<file path="config.mk">
export PLATFORM = sky130hd
export DESIGN_NAME = strap_boot_loader
export DESIGN_NICKNAME = d
export VERILOG_FILES = /design/src/rtl/sbl_pkg.sv /design/src/rtl/sbl_strap_decode.sv /design/src/rtl/sbl_src_mux.sv /design/src/rtl/sbl_ctrl.sv /design/src/rtl/strap_boot_loader.sv
export SDC_FILE = /design/constraint.sdc
export NUM_CORES = 1
export LEC_CHECK = 0
export BUFFER_PORTS_ARGS = -buffer_cell sky130_fd_sc_hd__buf_2
export CAP_MARGIN = 20
export CORE_ASPECT_RATIO = 1.25
export CORE_MARGIN = 2
export CORE_UTILIZATION = 56
export DETAILED_ROUTE_END_ITERATION = 8
export GPL_TIMING_DRIVEN = 0
export PLACE_DENSITY = 0.81
export SLEW_MARGIN = 20
export SYNTH_ARGS = -nofsm -noshare
export SYNTH_HDL_FRONTEND = slang
export SYNTH_HIERARCHICAL = 1
export SYNTH_SLANG_ARGS = --single-unit
</file>
<file path="constraint.sdc">
create_clock -name clk -period 3.4 [get_ports clk]
set_input_delay 0.51 -clock clk [delete_from_list [all_inputs] [get_ports clk]]
set_output_delay 0.51 -clock clk [all_outputs]
set_load 0.03 [all_outputs]
</file>
<file path="src/rtl/sbl_pkg.sv">
package sbl_pkg;
    localparam int ADDR_W = 16;
    localparam int DATA_W = 16;

    typedef enum logic [1:0] {MODE_NONE, MODE_MBOX, MODE_EPROM} boot_mode_e;
    typedef enum logic [2:0] {ST_STRAP, ST_HDR_REQ, ST_HDR_CAP, ST_COPY,
                              ST_DONE, ST_HALT} seq_state_e;
    typedef enum logic [1:0] {FLD_CTRL, FLD_COUNT, FLD_DEST} hdr_field_e;

    typedef struct packed {
        logic              chain;
        logic [DATA_W-1:0] count;
        logic [ADDR_W-1:0] dest;
    } seg_hdr_t;

    // debug strap takes precedence over the EPROM strap
    function automatic boot_mode_e decode_straps(input logic load, input logic dbg,
                                                 input logic eprom);
        if (load && dbg)
            return MODE_MBOX;
        else if (load && eprom)
            return MODE_EPROM;
        return MODE_NONE;
    endfunction
endpackage

</file>
<file path="src/rtl/sbl_strap_decode.sv">
module sbl_strap_decode
    import sbl_pkg::*;
(
    input  logic       load,
    input  logic       dbg,
    input  logic       eprom,
    output boot_mode_e mode
);
    assign mode = decode_straps(load, dbg, eprom);
endmodule

</file>
<file path="src/rtl/sbl_src_mux.sv">
module sbl_src_mux
    import sbl_pkg::*;
(
    input  boot_mode_e        mode,
    input  logic              rd_req,
    input  logic [ADDR_W-1:0] rd_addr,
    output logic [DATA_W-1:0] rd_data,
    output logic              mbx_rd_en,
    output logic [ADDR_W-1:0] mbx_addr,
    input  logic [DATA_W-1:0] mbx_rd_data,
    output logic              rom_rd_en,
    output logic [ADDR_W-1:0] rom_addr,
    input  logic [DATA_W-1:0] rom_rd_data
);
    logic sel_rom;
    assign sel_rom   = (mode == MODE_EPROM);
    assign mbx_rd_en = rd_req && (mode == MODE_MBOX);
    assign rom_rd_en = rd_req && sel_rom;
    assign mbx_addr  = (mode == MODE_MBOX) ? rd_addr : '0;
    assign rom_addr  = sel_rom ? rd_addr : '0;
    assign rd_data   = sel_rom ? rom_rd_data : mbx_rd_data;
endmodule

</file>
<file path="src/rtl/sbl_ctrl.sv">
module sbl_ctrl
    import sbl_pkg::*;
#(
    parameter logic [ADDR_W-1:0] MBOX_BASE = 16'hF400,
    parameter logic [ADDR_W-1:0] ROM_BASE  = 16'h0000
) (
    input  logic              clk,
    input  logic              rst,
    input  boot_mode_e        strap_mode,
    input  logic [DATA_W-1:0] rd_data,
    output boot_mode_e        mode,
    output logic              rd_req,
    output logic [ADDR_W-1:0] rd_addr,
    output logic              pram_we,
    output logic [ADDR_W-1:0] pram_addr,
    output logic [DATA_W-1:0] pram_wdata,
    output logic              busy,
    output logic              handoff,
    output logic              map_flag
);
    seq_state_e        st;
    boot_mode_e        mode_q;
    hdr_field_e        fld;
    seg_hdr_t          hdr;
    logic [ADDR_W-1:0] src_ptr;
    logic [DATA_W-1:0] rd_cnt;
    logic [DATA_W-1:0] wr_cnt;
    logic              pend;
    logic              map_q;
    logic              copy_end;

    always_comb begin
        rd_req     = (st == ST_HDR_REQ) || ((st == ST_COPY) && (rd_cnt != hdr.count));
        rd_addr    = src_ptr;
        pram_we    = (st == ST_COPY) && pend;
        pram_addr  = hdr.dest + ADDR_W'(wr_cnt);
        pram_wdata = rd_data;
        busy       = (st == ST_HDR_REQ) || (st == ST_HDR_CAP) || (st == ST_COPY);
        handoff    = (st == ST_DONE);
        copy_end   = (st == ST_COPY) && !rd_req && !pend;
    end

    assign mode     = mode_q;
    assign map_flag = map_q;

    always_ff @(posedge clk) begin
        if (rst) begin
            st      <= ST_STRAP;
            mode_q  <= MODE_NONE;
            fld     <= FLD_CTRL;
            hdr     <= '0;
            src_ptr <= '0;
            rd_cnt  <= '0;
            wr_cnt  <= '0;
            pend    <= 1'b0;
            map_q   <= 1'b0;
        end else begin
            case (st)
                ST_STRAP: begin
                    mode_q <= strap_mode;
                    case (strap_mode)
                        MODE_MBOX: begin
                            st      <= ST_HDR_REQ;
                            fld     <= FLD_COUNT;
                            src_ptr <= MBOX_BASE;
                        end
                        MODE_EPROM: begin
                            st      <= ST_HDR_REQ;
                            fld     <= FLD_CTRL;
                            src_ptr <= ROM_BASE;
                            map_q   <= 1'b1;
                        end
                        default: st <= ST_DONE;
                    endcase
                end
                ST_HDR_REQ: begin
                    src_ptr <= src_ptr + 1'b1;
                    st      <= ST_HDR_CAP;
                end
                ST_HDR_CAP: begin
                    case (fld)
                        FLD_CTRL: begin
                            hdr.chain <= rd_data[0];
                            fld       <= FLD_COUNT;
                            st        <= ST_HDR_REQ;
                        end
                        FLD_COUNT: begin
                            hdr.count <= rd_data;
                            fld       <= FLD_DEST;
                            st        <= ST_HDR_REQ;
                        end
                        default: begin
                            hdr.dest <= ADDR_W'(rd_data);
                            rd_cnt   <= '0;
                            wr_cnt   <= '0;
                            pend     <= 1'b0;
                            st       <= ST_COPY;
                        end
                    endcase
                end
                ST_COPY: begin
                    if (rd_req) begin
                        src_ptr <= src_ptr + 1'b1;
                        rd_cnt  <= rd_cnt + 1'b1;
                    end
                    if (pend)
                        wr_cnt <= wr_cnt + 1'b1;
                    pend <= rd_req;
                    if (copy_end) begin
                        if ((mode_q == MODE_EPROM) && hdr.chain) begin
                            fld <= FLD_CTRL;
                            st  <= ST_HDR_REQ;
                        end else begin
                            st <= ST_DONE;
                        end
                    end
                end
                ST_DONE: begin
                    map_q <= 1'b0;
                    st    <= ST_HALT;
                end
                default: st <= ST_HALT;
            endcase
        end
    end
endmodule

</file>
<file path="src/rtl/strap_boot_loader.sv">
module strap_boot_loader
    import sbl_pkg::*;
#(
    parameter logic [ADDR_W-1:0] MBOX_BASE = 16'hF400,
    parameter logic [ADDR_W-1:0] ROM_BASE  = 16'h0000
) (
    input  logic              clk,
    input  logic              rst,
    input  logic              strap_load,
    input  logic              strap_debug,
    input  logic              strap_eprom,
    output logic              mbx_rd_en,
    output logic [ADDR_W-1:0] mbx_addr,
    input  logic [DATA_W-1:0] mbx_rd_data,
    output logic              rom_rd_en,
    output logic [ADDR_W-1:0] rom_addr,
    input  logic [DATA_W-1:0] rom_rd_data,
    output logic              pram_we,
    output logic [ADDR_W-1:0] pram_addr,
    output logic [DATA_W-1:0] pram_wdata,
    output logic              src_in_pspace,
    output logic              busy,
    output logic              handoff
);
    boot_mode_e        strap_mode;
    boot_mode_e        mode;
    logic              rd_req;
    logic [ADDR_W-1:0] rd_addr;
    logic [DATA_W-1:0] rd_data;

    sbl_strap_decode u_dec (
        .load  (strap_load),
        .dbg   (strap_debug),
        .eprom (strap_eprom),
        .mode  (strap_mode)
    );

    sbl_ctrl #(.MBOX_BASE(MBOX_BASE), .ROM_BASE(ROM_BASE)) u_ctrl (
        .clk        (clk),
        .rst        (rst),
        .strap_mode (strap_mode),
        .rd_data    (rd_data),
        .mode       (mode),
        .rd_req     (rd_req),
        .rd_addr    (rd_addr),
        .pram_we    (pram_we),
        .pram_addr  (pram_addr),
        .pram_wdata (pram_wdata),
        .busy       (busy),
        .handoff    (handoff),
        .map_flag   (src_in_pspace)
    );

    sbl_src_mux u_mux (
        .mode        (mode),
        .rd_req      (rd_req),
        .rd_addr     (rd_addr),
        .rd_data     (rd_data),
        .mbx_rd_en   (mbx_rd_en),
        .mbx_addr    (mbx_addr),
        .mbx_rd_data (mbx_rd_data),
        .rom_rd_en   (rom_rd_en),
        .rom_addr    (rom_addr),
        .rom_rd_data (rom_rd_data)
    );
endmodule

</file>
=== Word level (Yosys, flattened, before mapping) ===
Index checks and enable logic that the tools add are counted.

* Register bits after elaboration: 90
* Bits in latches: 0
* Memory bits (writable): 0
* Bits in read-only memories: 0
* Input port bits: 37
* Output and inout bits: 70
* Logic and storage cells: 95
* Memories kept: 0

* Add/sub/neg operators: 4
* Multiply operators: 0
* Div/mod/pow operators: 0
* Magnitude comparators: 0
* Equal/unequal tests: 18
* Shift operators: 0
* Mux-type cells: 30
* Bitwise operators: 1
* Reductions and logical operators: 31

{| class="wikitable"
|+ Operators with widths
! cell !! count
|-
| $mux W16 || 7
|-
| $pmux W16 S2 || 3
|-
| $add A16 B1 Y16 const B || 3
|-
| $pmux W16 S3 || 1
|-
| $add A16 B16 Y16 || 1
|-
| $ne A16 B16 Y1 || 1
|-
| $mux W2 || 6
|-
| $pmux W3 S4 || 1
|-
| $reduce_and A2 Y1 || 5
|-
| $logic_and A1 B1 Y1 || 9
|-
| $mux W3 || 3
|-
| $reduce_and A3 Y1 || 3
|-
| $pmux W2 S2 || 2
|-
| $eq A2 B1 Y1 const B || 3
|-
| $eq A3 B2 Y1 const B || 2
|-
| $ne A2 B1 Y1 const B || 3
|-
| $ne A2 B2 Y1 const B || 3
|-
| $ne A3 B3 Y1 const B || 2
|-
| $pmux W2 S3 || 1
|-
| $reduce_bool A3 Y1 || 2
|-
| $reduce_and A5 Y1 || 1
|-
| $eq A2 B2 Y1 const B || 2
|-
| $mux W1 || 4
|-
| $pmux W1 S2 || 2
|-
| other kinds (9) || 14
|}

=== Longest topological paths before layout ===
Gate-level depths: netlist of run 1.

* Word-level depth: 8
* Depth in mapped cells: 9
* Depth with buffers taken out: 9

=== Modules after synthesis ===
Netlist of run 1, hierarchy kept.

{| class="wikitable"
|+ Modules (own cells, without submodules)
! module !! times used !! cells an instance !! area each (sq um) !! seq. area each (sq um)
|-
| sbl_ctrl || 1 || 590 || 4,926.0 || 1,801.7
|-
| sbl_src_mux || 1 || 57 || 514.2 || 0.0
|-
| sbl_strap_decode || 1 || 2 || 16.3 || 0.0
|}

=== Worst setup path after synthesis of run 1 ===
OpenSTA, ideal clock, no wires.

* Kind: flip-flop to output port
* Start point: register u_ctrl.wr_cnt[0]
* End point: output port pram_addr[12]
* Data arrival time: 2,290 ps
* Required time: 2,890 ps
* Path slack: 600 ps
* Cell stages (with the launch flop): 9
* Buffers on the path: 0
* Path through: dfxtp_1 > ha_1 > fa_1 > a21o_1 > a31oi_1 > a2111oi_1 > or3_1 > a21oi_1 > xnor2_1

* Longest elaborated chain between the ends: 1

{| class="wikitable"
|+ Ends and longest elaborated chain
! element !! RTL line !! RTL
|-
| start: declaration || sbl_ctrl.sv:27 || <nowiki>logic [DATA_W-1:0] wr_cnt;</nowiki>
|-
| start signal: assignment || sbl_ctrl.sv:107 || <nowiki>wr_cnt <= wr_cnt + 1'b1;</nowiki>
|-
| $add A16 B16 Y16 || sbl_ctrl.sv:36 || <nowiki>pram_addr = hdr.dest + ADDR_W'(wr_cnt);</nowiki>
|-
| end: declaration || strap_boot_loader.sv:19 || <nowiki>output logic [ADDR_W-1:0] pram_addr,</nowiki>
|}

No other way between the ends.

=== Final worst setup path of run 1 ===
Same ends and word-level chain as after synthesis.

==> summary.txt, run 1 <==
Run status
  – Status: finished, final reports clean

Finish
  – Share of cells above drive strength 1: 24.1%
  – N_diodes: 0
  – Final net count: 823
  – Final Cell Area: 0.00645 mm2
  – Utilization after layout: 67.5%
  – Layout overhead on the synthesized area: 18.2%

Setup path
  – CP startpoint kind: register
  – Worst Setup SP: u_ctrl/wr_cnt[0]$_SDFFE_PP0P_
  – CP Data Required Time: 2.89 ns
  – Crit path DAT: 2.77 ns
  – Crit-path max FO: 5
  – RR Startpoint: u_ctrl/rd_cnt[3]$_SDFFE_PP0P_
  – Critical path endpoint category: output port
  – Worst R2R Setup Slack: 1.20 ns
  – Crit path kind: register to output port

Power and ir drop
  – Gate power share: 14.2%
  – Switching Power: 0.619 mW
  – Power Internal: 1.79 mW
  – Sequential Power Share: 45.7%
  – Clock Power Share: 40.1%
  – Leak pwr: 2.91 nW
  – VDD IR-drop max: 0.267 mV
  – Total Power: 2.41 mW
  – Sw Ratio: 25.6%
  – Power density cells: 374 mW/mm2

Place
  – Placed instance area: 0.00614 mm2
  – Number of buffers added on ports: 105
  – Post-DP HPWL: 11,000 um
  – Routability congestion estimate: 0.876

Synthesis
  – Syn_area_per_cell: 8.41 um2
  – Post-Synth Simple-Gate Area: 26.6%
  – Async set-reset flop share out of synthesis: 0%
  – Synth Area in XOR/XNOR: 8.99%
  – Adder-cell share of the synthesized area: 4.95%
  – Mapped Nets: 707
  – Proportion of synthesized area in mux cells: 8.78%
  – Warnings from Yosys: 6
  – Synth unique cells: 60
  – Mapped Area: 0.00546 mm2
  – Post-synth EDFFs: 0
  – Post-synthesis sequential area ratio: 33.0%
  – Post-synthesis cell count: 649
  – Largest family of logic cells by synthesized area: simple AND/OR/NAND/NOR gates
  – Post-synthesis compound-gate area fraction: 11.6%
  – Most used DFF post-synth: dfxtp_1
  – Yosys reg bits: 90

Global routing
  – Initial antenna violation count: 0
  – First-pass GRT wire length: 23,400 um
  – Gr usage total: 27.8%
  – Vias in the first global route: 4,925
  – Overflow after GRT: 0
  – Largest net degree at the start of global routing: 14

Floorplan
  – Row count: 40
  – Core area: 0.00956 mm2
  – DIE AREA: 0.0106 mm2
  – Initial Util: 57.1%
  – Die X: 92.3 um
  – Die span in y: 114 um
  – Io pins: 107

Clock tree
  – Clock Latency Late Sink: 0.34 ns
  – Sink Count: 90
  – CTS H-tree depth: 3
  – CTS tree: done
  – CTS max path bufs: 2
  – Setup Buffers After CTS: 0
  – Root Driver: clkbuf_16
  – Clock-pin slew on the worst setup and hold paths: 0.06 ns
  – Num CTS Buffers: 9

Timing
  – Worst Skew: 0.0102 ns
  – Tmin final: 3.28 ns
  – WHS: 0.469 ns
  – Peak Freq: 305 MHz
  – Setup_tns: 0 ns
  – Final worst path period share: 96.5%
  – Slew @ Worst Pin: 0.688 ns
  – Slew margin rel.: 54.0%
  – Slew Viols, Final: 0
  – Unrepaired setup endpoints after global routing: no
  – Final setup viols: 0
  – Final Hold Viols: 0

Route
  – Vias per cell: 5.65
  – # DRC: 0
  – Routed wire length: 14,300 um
  – DRT antenna net count: 0
  – Via count: 5,053
  – Wirelength per Cell: 16.0 um
  – Number of detailed-route iterations in the first pass: 6
  – DRT iter0 DRCs: 339

Min path
  – Worst hold path class: register to register
  – HP Start: u_ctrl/hdr[11]$_SDFFE_PP0P_

Job
  – Max Cap Viol: 0
[cell families after synthesis]
group | count (synthesis)
and+or+nand+nor | 281
AOI/OAI and AO/OA | 105
DFF | 90
xor gates and xnor gates | 56
buffers and inverters | 55
muxes | 41
adders and majority gates | 21
[path summary, 6_finish.rpt]
check	end	cells after the start
setup / recovery	pram_addr[12]	9
hold / removal	u_ctrl/hdr[11]$_SDFFE_PP0P_	2
setup reg to reg	u_ctrl/rd_cnt[13]$_SDFFE_PP0P_	8
hold reg to reg	u_ctrl/hdr[11]$_SDFFE_PP0P_	2
[state kept, by name, indices dropped and copies added, names as in the netlist]
name,flops
u_ctrl/fld,2
u_ctrl/hdr,33
u_ctrl/map_flag,1
u_ctrl/mode,2
u_ctrl/pend,1
u_ctrl/rd_addr,16
u_ctrl/rd_cnt,16
u_ctrl/st,3
u_ctrl/wr_cnt,16
[power by group through the flow]
stage	combinational, mW	sequential (mW)	clock, mW
finish	0.343	1.10	0.967
global route	0.366	1.11	1.03
CTS	0.341	1.10	0.978
detailed placement	0.338	1.13	0
global placement	0.332	1.12	0
floorplan	0.243	1.12	0
[per-stage QoR]
step	instances	setup slack [ns]
global route	895	0.0161
finish	895	0.118
detailed placement	880	0.278
floorplan	649	0.600
CTS	895	0.00635
global placement	880	0.322
[synth_stat cells (2+ instances only)]
cell type / number / share of area, %
nand2_2: 2 / 0.23
inv_1: 8 / 0.55
nor3_1: 12 / 1.1
mux2_4: 13 / 3.6
nor4_2: 3 / 0.69
buf_4: 19 / 2.6
nand3b_1: 2 / 0.28
o21bai_1: 3 / 0.41
a211oi_1: 11 / 1.5
o31ai_1: 2 / 0.28
nor4_1: 6 / 0.69
nand4_1: 18 / 2.1
or3_1: 8 / 0.92
a41o_1: 3 / 0.55
nand2b_1: 6 / 0.69
nand3_1: 8 / 0.73
dfxtp_1: 90 / 33
xnor2_1: 41 / 6.6
nand2_1: 75 / 5.2
o21ai_0: 21 / 1.9
o21ai_1: 2 / 0.18
or2_2: 2 / 0.23
buf_2: 12 / 1.1
ha_1: 20 / 4.6
o21a_1: 2 / 0.28
a21o_1: 5 / 0.69
nor2_1: 69 / 4.7
mux2i_1: 25 / 4.6
clkbuf_1: 11 / 0.76
and2_1: 43 / 4.9
and3_1: 8 / 0.92
a31oi_1: 4 / 0.46
a21oi_1: 43 / 3.9
and4_1: 7 / 1.1
buf_6: 3 / 0.62
mux2_2: 3 / 0.62
nor3b_1: 2 / 0.28
xor2_1: 15 / 2.4
[metal layers]
layer,track usage [%],wire (um),up-vias
met5,0,0,-
met4,11.4,471,0
met3,3.88,910,30
met2,52.8,7470,204
met1,31.0,5460,2335
li1,-,-,2484
[layout by cell type, fill, tap and decap left out, types with 5 or more instances in the layout]
cell type,count
a211oi_1,11
a21o_1,5
a21oi_1,43
and2_1,43
and3_1,8
and4_1,7
buf_2,116
buf_4,20
clkbuf_1,13
clkbuf_16,9
dfxtp_1,90
ha_1,20
inv_1,8
mux2_4,13
mux2i_1,25
nand2_1,75
nand2b_1,6
nand3_1,8
nand4_1,18
nor2_1,69
nor3_1,12
nor4_1,6
o21ai_0,21
or3_1,8
xnor2_1,41
xor2_1,15
[area by class of cell]
class	count	area [um2]
Inverter	8	30.0
Multi-Input combinational cell	504	3340
Timing Repair Buffer	105	528
Sequential cell	90	1800
Fill cell	782	3110
Clock buffer	12	246
Buffer	47	302
Clock inverter	3	40.0
Tap cell	126	158
[worst max-delay path, cell delays in order (launching register included)]
cell and delay (ns):
dfxtp_1 0.34, ha_1 0.24, fa_1 0.42, a21o_1 0.22, a31oi_4 0.24, a2111oi_2 0.13, or3_1 0.36, a21oi_1 0.18
xnor2_1 0.13, buf_4 0.18
[repair_timing]
action | in CTS | in global routing
resized for setup | 1 | 4
endpoints found under the setup margin | 1 | 2
hold buffers | 0 | 0
pin swaps | 0 | 0
No activity file was read; power rests on OpenSTA's default activity.
==> run 2, diff against run 1 <==
==> constraint.sdc (replaced) <==
create_clock -name clk -period 3.4 [get_ports clk]
set_input_delay 0.51 -clock clk [delete_from_list [all_inputs] [get_ports clk]]
set_output_delay 0.51 -clock clk [all_outputs]
set_load 0.1 [all_outputs]
==> run 2 against run 1 <==
Effect of this change: routed wire length is 6.0% higher; clock-buffer cell count did not move; flip-flop and latch count stayed put; fmax fell by 0.76%; critical endpoint unchanged; highest routed layer unchanged.
==> summary.txt, run 2 (same netlist as run 1, synthesis figures left out) <==
Setup path
  – Crit path kind: register to output port (unchanged)
  – CP Data Required Time: 2.89 ns (about the same)
  – Crit-path max FO: 5 (unchanged)
  – Critical path endpoint category: output port (unchanged)
  – Worst R2R Setup Slack: 1.21 ns (was 1.20 ns)
  – Crit path DAT: 2.80 ns (was 2.77 ns)
  – CP startpoint kind: register (unchanged)

Power and ir drop
  – VDD IR-drop max: 0.279 mV (was 0.267 mV)
  – Power density cells: 404 mW/mm2 (was 374 mW/mm2)
  – Leak pwr: 2.95 nW (was 2.91 nW)
  – Total Power: 2.65 mW (was 2.41 mW)

Route
  – DRT antenna net count: 0 (unchanged)
  – Number of detailed-route iterations in the first pass: 5 (was 6)
  – Wirelength per Cell: 17.0 um (was 16.0 um)
  – Routed wire length: 15,200 um (was 14,300 um)
  – DRT iter0 DRCs: 310 (was 339)
  – # DRC: 0 (unchanged)
  – Vias per cell: 5.84 (was 5.65)
  – Via count: 5,223 (was 5,053)

Finish
  – Layout overhead on the synthesized area: 20.1% (was 18.2%)
  – Largest Register: u_ctrl/hdr (unchanged)
  – Most common cell after layout, fill and taps aside: buf_2 (unchanged)
  – Max reg flops: 33 (unchanged)
  – Non-filler cells in the finished layout: 894 (was 895)
  – N_diodes: 0 (unchanged)
  – Utilization after layout: 68.5% (was 67.5%)
  – Final net count: 823 (unchanged)
  – Share of cells above drive strength 1: 25.0% (was 24.1%)
  – Fillers: 755 (was 782)
  – Most frequent cells in the layout: 113 x buf_2, 90 x dfxtp_1, 75 x nand2_1 (was 116 x buf_2, 90 x dfxtp_1, 75 x nand2_1)

Place
  – Post-DP HPWL: 11,500 um (was 11,000 um)
  – Routability congestion estimate: 0.839 (was 0.876)
  – Place WS: 0.00869 ns (was 0.278 ns)
  – Number of buffers added on ports: 105 (unchanged)
  – Placed Cells: 880 (unchanged)

Clock tree
  – CTS Hold Bufs: 0 (unchanged)
  – Clock-pin slew on the worst setup and hold paths: 0.06 ns (about the same)
  – CTS tree: done (unchanged)
  – CTS H-tree depth: 3 (unchanged)
  – Sink Count: 90 (unchanged)
  – CTS max path bufs: 2 (unchanged)
  – Clock Latency Late Sink: 0.34 ns (about the same)
  – Num CTS Buffers: 9 (unchanged)
  – Root Driver: clkbuf_16 (unchanged)

Timing
  – Final Hold Viols: 0 (unchanged)
  – Tmin final: 3.31 ns (was 3.28 ns)
  – Final worst path period share: 97.3% (was 96.5%)
  – Slew @ Worst Pin: 0.717 ns (was 0.688 ns)
  – Peak Freq: 302 MHz (was 305 MHz)
  – Worst Skew: 0.00860 ns (was 0.0102 ns)
  – Setup ws final: 0.0932 ns (was 0.118 ns)
  – Slew Viols, Final: 0 (unchanged)
  – Slew margin rel.: 52.1% (was 54.0%)
  – Final setup viols: 0 (unchanged)

Floorplan
  – Core area: 0.00956 mm2 (unchanged)
  – DIE AREA: 0.0106 mm2 (unchanged)
  – Initial Util: 57.1% (unchanged)
  – Die span in y: 114 um (unchanged)
  – Row count: 40 (unchanged)
  – Die X: 92.3 um (unchanged)
  – Io pins: 107 (unchanged)

Run status
  – Status: finished, final reports clean (unchanged)

Global routing
  – Gr usage total: 28.4% (was 27.8%)
  – Overflow after GRT: 0 (unchanged)
  – Initial antenna violation count: 0 (unchanged)
  – Vias in the first global route: 5,133 (was 4,925)
  – First-pass GRT wire length: 23,900 um (was 23,400 um)
  – Largest net degree at the start of global routing: 14 (unchanged)

Min path
  – Worst hold path class: register to register (unchanged)

Job
  – Max Cap Viol: 0 (unchanged)
==> run 2: layer usage <==
| layer | wire (um) | vias to the layer above | GRT usage (%) |
|---|---|---|---|
| met5 | 0 | - | 0 |
| met3 | 876 | 44 | 4.54 |
| met1 | 5600 | 2484 | 29.3 |
| li1 | - | 2476 | - |
| met2 | 8080 | 219 | 54.8 |
| met4 | 617 | 0 | 14.6 |
==> run 2: repair_timing <==
item	in CTS	in global routing
gates resized for setup	8	5
endpoints found under the hold margin	0	0
setup buffers	0	0
endpoints found under the setup margin	3	4
pin swaps	0	1
==> run 2: worst max-delay path, cell delays in order, from the launching register on <==
cell and delay, ns:
dfxtp_1 0.35, ha_1 0.25, fa_2 0.38, a21o_1 0.21
a31oi_4 0.21, a2111oi_4 0.13, or3_1 0.39, a21oi_2 0.18
xnor2_2 0.14, buf_8 0.22
==> run 2: worst paths after layout <==
path | startpoint | to | cells past startpoint
min | u_ctrl/hdr[6]$_SDFFE_PP0P_ | u_ctrl/hdr[6]$_SDFFE_PP0P_ | 2
min reg2reg | u_ctrl/hdr[6]$_SDFFE_PP0P_ | u_ctrl/hdr[6]$_SDFFE_PP0P_ | 2
max | u_ctrl/wr_cnt[0]$_SDFFE_PP0P_ | pram_addr[12] | 9
max reg2reg | u_ctrl/st[1]$_SDFFE_PP0P_ | u_ctrl/rd_cnt[4]$_SDFFE_PP0P_ | 7
==> run 2: report_power, final <==
group          switching [mW]  total (mW)  leakage (nW)  internal [mW]
Clock                   0.389        1.08         0.161          0.696
Sequential             0.0250        1.10         0.727           1.08
Combinational           0.326       0.459          2.06          0.133
Total                   0.739        2.65          2.95           1.91
==> run 2: cell type report <==
| cell class | instances | area, um2 | area share, % |
|---|---|---|---|
| flip-flops and latches | 90 | 1800 | 27.5 |
| clock inverters | 2 | 60.1 | 0.917 |
| repair buffers | 105 | 547 | 8.35 |
| well taps | 126 | 158 | 2.41 |
| multi-input cells | 504 | 3390 | 51.7 |
| inverters | 8 | 30.0 | 0.458 |
| clock buffers | 12 | 267 | 4.07 |
| plain buffers | 47 | 302 | 4.60 |
==> run 2: metrics by stage <==
| step | area, um2 | hold WS (ns) | setup TNS (ns) |
|---|---|---|---|
| after floorplan | 5480 | 0.441 | 0 |
| after global placement | 6160 | 0.455 | 0 |
| after detailed placement | 6160 | 0.455 | 0 |
| after CTS | 6530 | 0.467 | 0 |
| after global routing | 6550 | 0.500 | -0.00347 |
| final | 6550 | 0.473 | 0 |
